`config.mk`:
```
export PLATFORM = sky130hd
export DESIGN_NAME = txdrv_activity_monitor
export DESIGN_NICKNAME = d
export VERILOG_FILES = /design/src/rtl/txmon_pkg.sv /design/src/rtl/txmon_silence_timer.sv /design/src/rtl/txmon_status_bit.sv /design/src/rtl/txmon_irq_combine.sv /design/src/rtl/txdrv_activity_monitor.sv
export SDC_FILE = /design/constraint.sdc
export NUM_CORES = 1
export LEC_CHECK = 0
export BUFFER_PORTS_ARGS = -buffer_cell sky130_fd_sc_hd__buf_2
export CORE_UTILIZATION = 55
export CTS_BUF_LIST = sky130_fd_sc_hd__clkbuf_8
export DETAILED_ROUTE_END_ITERATION = 6
export PLACE_DENSITY = 0.79
export SETUP_SLACK_MARGIN = 0.02
export SLEW_MARGIN = 15
export SYNTH_ARGS = -nofsm -noshare
export SYNTH_HDL_FRONTEND = slang
export SYNTH_SLANG_ARGS = --single-unit
```
`constraint.sdc`:
```
create_clock -name clk -period 5.4 [get_ports clk]
set_clock_uncertainty 0.2 [all_clocks]
set_input_delay 1.08 -clock clk [delete_from_list [all_inputs] [get_ports clk]]
set_output_delay 1.08 -clock clk [all_outputs]
set_load 0.02 [all_outputs]
```
`src/rtl/txmon_pkg.sv`:
```
// Package: shared defaults and helpers for the transmit driver activity monitor.
// Assumes: consumers derive all widths from the parameters given here.
package txmon_pkg;
    localparam int DEF_NUM_CH        = 14;
    localparam int DEF_SILENCE_LIMIT = 128;

    // Per-channel alarm state encoding
    typedef enum logic {
        DRV_ACTIVE = 1'b0,
        DRV_SILENT = 1'b1
    } drv_state_e;

    // Width needed to hold values 0..max_val
    function automatic int cnt_width(input int max_val);
        return (max_val < 2) ? 1 : $clog2(max_val + 1);
    endfunction
endpackage

```
`src/rtl/txmon_silence_timer.sv`:
```
// Module: per-channel silence timer.
// Counts pulse-free clock edges and saturates at SILENCE_LIMIT. It raises the
// alarm on the edge that would exceed the limit and drops it on any pulse.
// Assumes: pulse is already synchronous to clk.
module txmon_silence_timer
    import txmon_pkg::*;
#(
    parameter int SILENCE_LIMIT = DEF_SILENCE_LIMIT
) (
    input  logic clk,
    input  logic rst_n,
    input  logic pulse,
    output logic alarm_o,
    output logic alarm_chg_o
);
    localparam int CNT_W = cnt_width(SILENCE_LIMIT);
    localparam logic [CNT_W-1:0] CNT_MAX = CNT_W'(SILENCE_LIMIT);

    logic [CNT_W-1:0] cnt_q;
    drv_state_e       state_q, state_d;

    // Next alarm state: a pulse wins, otherwise expiry once the count is full
    always_comb begin
        if (pulse)
            state_d = DRV_ACTIVE;
        else if (cnt_q == CNT_MAX)
            state_d = DRV_SILENT;
        else
            state_d = state_q;
    end

    // Saturating silence counter, restarted by every pulse
    always_ff @(posedge clk) begin
        if (!rst_n)
            cnt_q <= '0;
        else if (pulse)
            cnt_q <= '0;
        else if (cnt_q != CNT_MAX)
            cnt_q <= cnt_q + 1'b1;
    end

    // Alarm state register
    always_ff @(posedge clk) begin
        if (!rst_n)
            state_q <= DRV_ACTIVE;
        else
            state_q <= state_d;
    end

    assign alarm_o     = (state_q == DRV_SILENT);
    assign alarm_chg_o = (state_d != state_q);

    assert_no_wrap_R4: assert property (@(posedge clk) disable iff (!rst_n)
        cnt_q <= CNT_MAX);
    assert_alarm_on_expiry_R2: assert property (@(posedge clk) disable iff (!rst_n)
        (!pulse && cnt_q == CNT_MAX) |=> alarm_o);
    assert_pulse_clears_R3: assert property (@(posedge clk) disable iff (!rst_n)
        pulse |=> (!alarm_o && cnt_q == '0));
endmodule

```
`src/rtl/txmon_status_bit.sv`:
```
// Module: sticky status bit with clear-on-read.
// A set request wins over a clear request that arrives in the same cycle.
// Assumes: set_i and clr_i are single-cycle requests synchronous to clk.
module txmon_status_bit (
    input  logic clk,
    input  logic rst_n,
    input  logic set_i,
    input  logic clr_i,
    output logic status_o
);
    logic status_q;

    // Hold the status; set has priority so that an event is never dropped
    always_ff @(posedge clk) begin
        if (!rst_n)
            status_q <= 1'b0;
        else if (set_i)
            status_q <= 1'b1;
        else if (clr_i)
            status_q <= 1'b0;
    end

    assign status_o = status_q;

    assert_set_kept_R8: assert property (@(posedge clk) disable iff (!rst_n)
        set_i |=> status_o);
    assert_read_clears_R7: assert property (@(posedge clk) disable iff (!rst_n)
        (clr_i && !set_i) |=> !status_o);
endmodule

```
`src/rtl/txmon_irq_combine.sv`:
```
// Module: combines the enabled status bits into the active-low interrupt.
// Assumes: its inputs come straight from registers, so the output has no
// hazard from multi-level logic.
module txmon_irq_combine #(
    parameter int NUM_CH = 14
) (
    input  logic [NUM_CH-1:0] status_i,
    input  logic [NUM_CH-1:0] en_i,
    output logic              irq_n_o
);
    logic [NUM_CH-1:0] pending;

    // Per-channel gating followed by the OR reduction
    always_comb begin
        pending = status_i & en_i;
        irq_n_o = ~(|pending);
    end
endmodule

```
`src/rtl/txdrv_activity_monitor.sv`:
```
// Module: transmit driver activity monitor (top).
// Holds one silence timer and one status bit per channel, a read decoder and
// the shared interrupt. A read clears the status of the selected channel.
// Assumes: every input is synchronous to clk; rd_ch_sel values at or above
// NUM_CH select no channel.
module txdrv_activity_monitor
    import txmon_pkg::*;
#(
    parameter int NUM_CH        = DEF_NUM_CH,
    parameter int SILENCE_LIMIT = DEF_SILENCE_LIMIT,
    localparam int CH_W         = (NUM_CH < 2) ? 1 : $clog2(NUM_CH)
) (
    input  logic              clk,
    input  logic              rst_n,
    input  logic [NUM_CH-1:0] pulse_seen,
    input  logic [NUM_CH-1:0] int_en,
    input  logic              rd_stb,
    input  logic [CH_W-1:0]   rd_ch_sel,
    output logic [NUM_CH-1:0] alarm,
    output logic [NUM_CH-1:0] status,
    output logic              irq_n
);
    logic [NUM_CH-1:0] alarm_chg;
    logic [NUM_CH-1:0] rd_hit;

    for (genvar ch = 0; ch < NUM_CH; ch++) begin : g_ch
        // Decode a read aimed at this channel
        always_comb rd_hit[ch] = rd_stb && (rd_ch_sel == CH_W'(ch));

        txmon_silence_timer #(
            .SILENCE_LIMIT(SILENCE_LIMIT)
        ) u_timer (
            .clk        (clk),
            .rst_n      (rst_n),
            .pulse      (pulse_seen[ch]),
            .alarm_o    (alarm[ch]),
            .alarm_chg_o(alarm_chg[ch])
        );

        txmon_status_bit u_status (
            .clk     (clk),
            .rst_n   (rst_n),
            .set_i   (alarm_chg[ch]),
            .clr_i   (rd_hit[ch]),
            .status_o(status[ch])
        );

        assert_change_latched_R5: assert property (@(posedge clk) disable iff (!rst_n)
            (alarm[ch] != $past(alarm[ch])) |-> status[ch]);
    end

    txmon_irq_combine #(
        .NUM_CH(NUM_CH)
    ) u_irq (
        .status_i(status),
        .en_i    (int_en),
        .irq_n_o (irq_n)
    );

    assert_idle_irq_R6: assert property (@(posedge clk) disable iff (!rst_n)
        (status == '0) |-> irq_n);
    assert_read_one_channel_R7: assert property (@(posedge clk) disable iff (!rst_n)
        (rd_stb && alarm_chg == '0) |=> ($countones($past(status) & ~status) <= 1));
endmodule

```
After elaboration in Yosys (flattened, before gate mapping)
Cells that the tools add are included.
Word-level totals
  bits in registers: 140
  latch bits: 0
  memory bits (writable): 0
  ROM bits: 0
  input port bits: 35
  output and inout port bits: 29
  word-level logic and storage cells: 214
  memories kept: 0
Operators by class
  add/sub/neg operators: 14
  multiply operators: 0
  div/mod/pow operators: 0
  magnitude comparators: 0
  equality and inequality tests: 55
  shift operators: 0
  mux-type cells: 56
  bitwise logic cells: 3
  reductions and logical operators: 44
Operators by type and width (number)
  $add 8x1->8 const B: 14
  $eq 8x8->1 const B: 14
  $ne 8x8->1 const B: 14
  $mux 1: 56
  $reduce_bool 2->1: 14
  $reduce_or 2->1: 14
  $eq 4x4->1 const B: 6
  $eq 4x3->1 const B: 4
  $and 14x14->14: 1
  $logic_and 1x1->1: 14
  $ne 1x1->1: 14
  $reduce_or 14->1: 1
  $eq 4x2->1 const B: 2
  $eq 4x1->1 const B: 1
  $logic_not 4->1: 1
  $not 1->1: 2

Depth between registers and ports, before layout
  word-level depth: 5
  mapped depth: 5

Cells and area by module
From an unflattened synthesis, not the netlist that was laid out.
Second synthesis, totals
  cell total of the unflattened synthesis: 788
  area, all modules: 6914.1 um2
Modules (own cells, without submodules)
  txmon_silence_timer: instances 14, cells each 51, area an instance 439.2 um2
  txmon_status_bit: instances 14, cells each 3, area an instance 41.3 um2
  txdrv_activity_monitor: instances 1, cells each 21, area an instance 107.6 um2
  txmon_irq_combine: instances 1, cells each 11, area an instance 80.1 um2

Worst setup path after synthesis
OpenSTA, ideal clock, no wires.
  kind: input -> output
  start point: in int_en[2]
  end point: out irq_n
  arrival: 1815 ps
  slack: 2305 ps
  cell stages on the path: 3
  path buffers: 0
  cell sequence: a22oi_1 nand2_1 nor3_1
On the way
  word-level cells in the longest chain between the ends: 3
RTL lines
  start, declared: line txdrv_activity_monitor.sv:16  | input logic [NUM_CH-1:0] int_en,
  $and 14x14->14: line txmon_irq_combine.sv:15  | pending = status_i & en_i;
  $reduce_or 14->1: line txmon_irq_combine.sv:16  | irq_n_o = ~(|pending);
  $not 1->1: line txmon_irq_combine.sv:16
  end, declared: line txdrv_activity_monitor.sv:21  | output logic irq_n
No other way between the ends.

Worst setup path after layout
  start point: in int_en[5]
  end point: out irq_n
The elaborated chain is that of the path after synthesis.

==> run_results.csv <==
group,metric,value,unit
run_status,status,"finished clean",
worst_setup_path,timing.rr.start,"g_ch[5].u_timer.cnt_q[0]",
hold_path,min-delay-start,"g_ch[5].u_timer.cnt_q[7]",
yosys,yosysMostFrequentCell,"dfxtp_1",
place,dp.cells,1023,
drt,via_per_inst,5.74,
cts,cts_root_buffer,"clkbuf_8",
timing,period_share,60.3,%
cts,htreeDepth,4,
yosys,synthAdderAreaFrac,5.00,%
timing,layout_min_cycle_time,3260,ps
cts,cts_tree,"yes",
floorplan,io_pins,64,
pwr,internal-power,1.56,mW
yosys,avgSynthCellArea,8.36,sq um
timing,rsz0062_at_grt,"false",
layout,fin_nets,937,
layout,fin_area,7650,sq um
yosys,synth_area_leader_cell,"dfxtp_1",
yosys,synth_xor_area_share,5.25,%
yosys,yosys_warnings,0,
layout,drive_above_1_share,12.6,%
worst_setup_path,start_kind,"input port",
yosys,synth-edff-count,0,
yosys,synth_common_cells,"dfxtp_1 (140), o21ai_0 (82), a21oi_1 (74)",
hold_path,min_path_cells,2,
place,port_buffers,63,
worst_setup_path,required,4120,ps
yosys,synthDistinctLibCells,30,
place,place_area,7250,sq um
timing,finalHoldViolCount,0,
place,place_hpwl,10.6,mm
worst_setup_path,r2r_cells,5,
yosys,synth-main-ff-cell,"dfxtp_1",
yosys,ys_ff_latch,140,
drt,drtAntennaViolNets,0,
worst_setup_path,critPathMaxStageDelay,280,ps
pwr,combPwrFrac,5.4,%
timing,final.setup.worst_slack,2140,ps
layout,area_delta_synth_final,9.21,%
pwr,p_clk_share,41.9,%
layout,fin_util,62.7,%
yosys,synth_top_family_by_area,"simple AND/OR/NAND/NOR gates",
grt,antenna_found_initial,1,
grt,grt_pass1_vias,5538,
grt,grt_use_total,23.9,%
worst_setup_path,cp_cell_sequence,"buf_2 > a22oi_1 > nand3_1 > nor3_1 > buf_2",
pwr,p_leak,2.68,nW
floorplan,num_rows,40,
pwr,ir_drop,153,uV
worst_setup_path,path_class,"in -> out",
timing,worst_pin_slew,606,ps
drt,drt_iter0_drc,321,
pwr,power.share.switching,22.4,%
yosys,synth_compound_area_share,14.4,%
yosys,syn_area,7010,sq um
pwr,power_density,262,nW/um^2
layout,fillers,1118,
layout,stdcell_count,1056,
yosys,netlist.area_leader.share,40.0,%
drt,wl_per_cell,13.8,microns
worst_setup_path,worstPathArrival,1980,ps
cts,clkLatencyLatePin,450,ps
cts,post_cts_buffers,0,
yosys,synthMuxAreaShare,0,%
yosys,synth_fp_nets,901,
yosys,postSynth.asyncResetShare,0,%
worst_setup_path,cp-end-kind,"primary output",
drt,totalWireLength,14.6,mm
layout,multi_input_area,3770,sq um
yosys,ys_seq_area_share,40.0,%
timing,drv_slew,0,
timing,max_freq,0.307,GHz
floorplan,die_width,115,microns
hold_path,min_to,"g_ch[5].u_timer.cnt_q[7]",
worst_setup_path,r2r_end,"g_ch[5].u_status.status_o",
place,post-place-ws,2150,ps
yosys,yosys.area_share.simple,29.1,%
drt,vias,6059,
floorplan,die_h,115,microns
drt,drc,0,
cts,hold_buffers,0,
timing,setup_violations,0,
floorplan,initial_utilization,57.4,%
pwr,p_sw,0.450,mW
cts,clkSlewWorstSetupHoldPaths,70,ps
worst_setup_path,r2r_slack,3320,ps
layout,regArea,2800,sq um
hold_path,hp-class,"reg -> reg",
grt,grt_overflow_total,0,
floorplan,dieArea,13200,sq um
worst_setup_path,crit_fanout,1,
cts,cts_resized,0,
cts,cts_sinks,140,
flow_run,drv_cap,0,
timing,max-slew-margin-rel,59.6,%
grt,grt_max_degree,30,
timing,tns,0,ps
pwr,p_seq_share,52.8,%
cts,clk_path_buf_depth,2,
grt,grt_first_pass_wirelength,25.2,mm
worst_setup_path,critPathSlowestCell,"a22oi_1",
place,place.gp.congestion,0.838,
worst_setup_path,cp_common_cell,"buf_2",
drt,first_pass_iters,4,
yosys,synthCells,838,
floorplan,coreArea,12200,sq um
cts,cts_buffers,17,
yosys,synth.area.top_cells,"dfxtp_1 (40%), o21ai_0 (5.9%), a21oi_1 (5.3%)",
[critical path, delay by kind of cell]
kind	cells	cell delay, ps
AOI/OAI and AO/OA	1	280
buffers and inverters	2	280
and+or+nand+nor	2	340
[cells by family (layout without fill, tap and decap cells)]
logic type                 count (synthesis)  after routing
and+or+nand+nor                          351            351
AOI/OAI and AO/OA                        189            189
DFF                                      140            140
buffers and inverters                     88            137
xor gates and xnor gates                  42             42
adders and majority gates                 28             28
other                                      0              1
[area by class of cell]
cell class / count / share of cell area (%)
multi-input cells: 610 / 49.2
flip-flops and latches: 140 / 36.6
repair buffers: 63 / 4.12
clock buffers: 19 / 3.42
well taps: 168 / 2.75
inverters: 42 / 2.06
clock inverters: 13 / 1.75
diodes: 1 / 0.0327
[metrics by stage]
stage | hold slack (ps) | power (mW)
3_3_place_gp | 278 | 1.19
2_1_floorplan | 262 | 1.15
6_report | 291 | 2.01
4_1_cts | 297 | 2.03
3_5_place_dp | 289 | 1.19
5_1_grt | 320 | 2.09
[worst max-delay path by stage]
stage                     startpoint    end  slack, ps  cells past startpoint
after floorplan            int_en[2]  irq_n       2310                      3
after global placement     int_en[5]  irq_n       2130                      5
after detailed placement   int_en[5]  irq_n       2150                      5
after CTS                  int_en[5]  irq_n       2150                      5
after global routing       int_en[5]  irq_n       2070                      5
final                      int_en[5]  irq_n       2140                      5
[registers in the layout, summed over array words and instances, names as in the netlist]
register	cells
g_ch.u_timer.cnt_q	112
g_ch.u_status.status_o	14
g_ch.u_timer.alarm_o	14
[layer usage]
layer | track usage, % | routed length, microns
met1 | 30.4 | 6930
met2 | 39.4 | 6680
met3 | 6.27 | 751
met4 | 8.14 | 242
met5 | 0 | 0
[power by group through the flow]
stage                     sequential, mW  combinational [mW]  clock [mW]
after floorplan                     1.08              0.0717           0
after global placement              1.08               0.104           0
after detailed placement            1.08               0.107           0
after CTS                           1.06               0.108       0.862
after global routing                1.06               0.122       0.907
final                               1.06               0.108       0.840
[placed cells by master (no fill, tap or decap), types with 3 or more instances in the layout]
| master | netlist | routed |
|---|---|---|
| clkinv_2 | 0 | 5 |
| a22oi_1 | 7 | 7 |
| clkbuf_8 | 0 | 19 |
| nand2_1 | 33 | 33 |
| a21oi_1 | 74 | 74 |
| bufinv_16 | 0 | 3 |
| dfxtp_1 | 140 | 140 |
| nand4bb_1 | 4 | 4 |
| inv_1 | 42 | 47 |
| nor2_1 | 56 | 56 |
| o21ai_0 | 82 | 82 |
| nor3_1 | 33 | 33 |
| nand3_1 | 72 | 72 |
| nor4b_1 | 10 | 10 |
| xnor2_1 | 14 | 14 |
| a31oi_1 | 14 | 14 |
| or3_1 | 46 | 46 |
| or3b_2 | 12 | 12 |
| nand4_1 | 14 | 14 |
| o21a_1 | 10 | 10 |
| or4b_4 | 10 | 10 |
| buf_2 | 0 | 63 |
| nor4bb_1 | 4 | 4 |
| xor2_1 | 28 | 28 |
| nand2b_1 | 17 | 17 |
| nor2b_1 | 14 | 14 |
| or4_1 | 14 | 14 |
| ha_1 | 28 | 28 |
| nor3b_1 | 10 | 10 |
No activity file was read; power rests on OpenSTA's default activity.
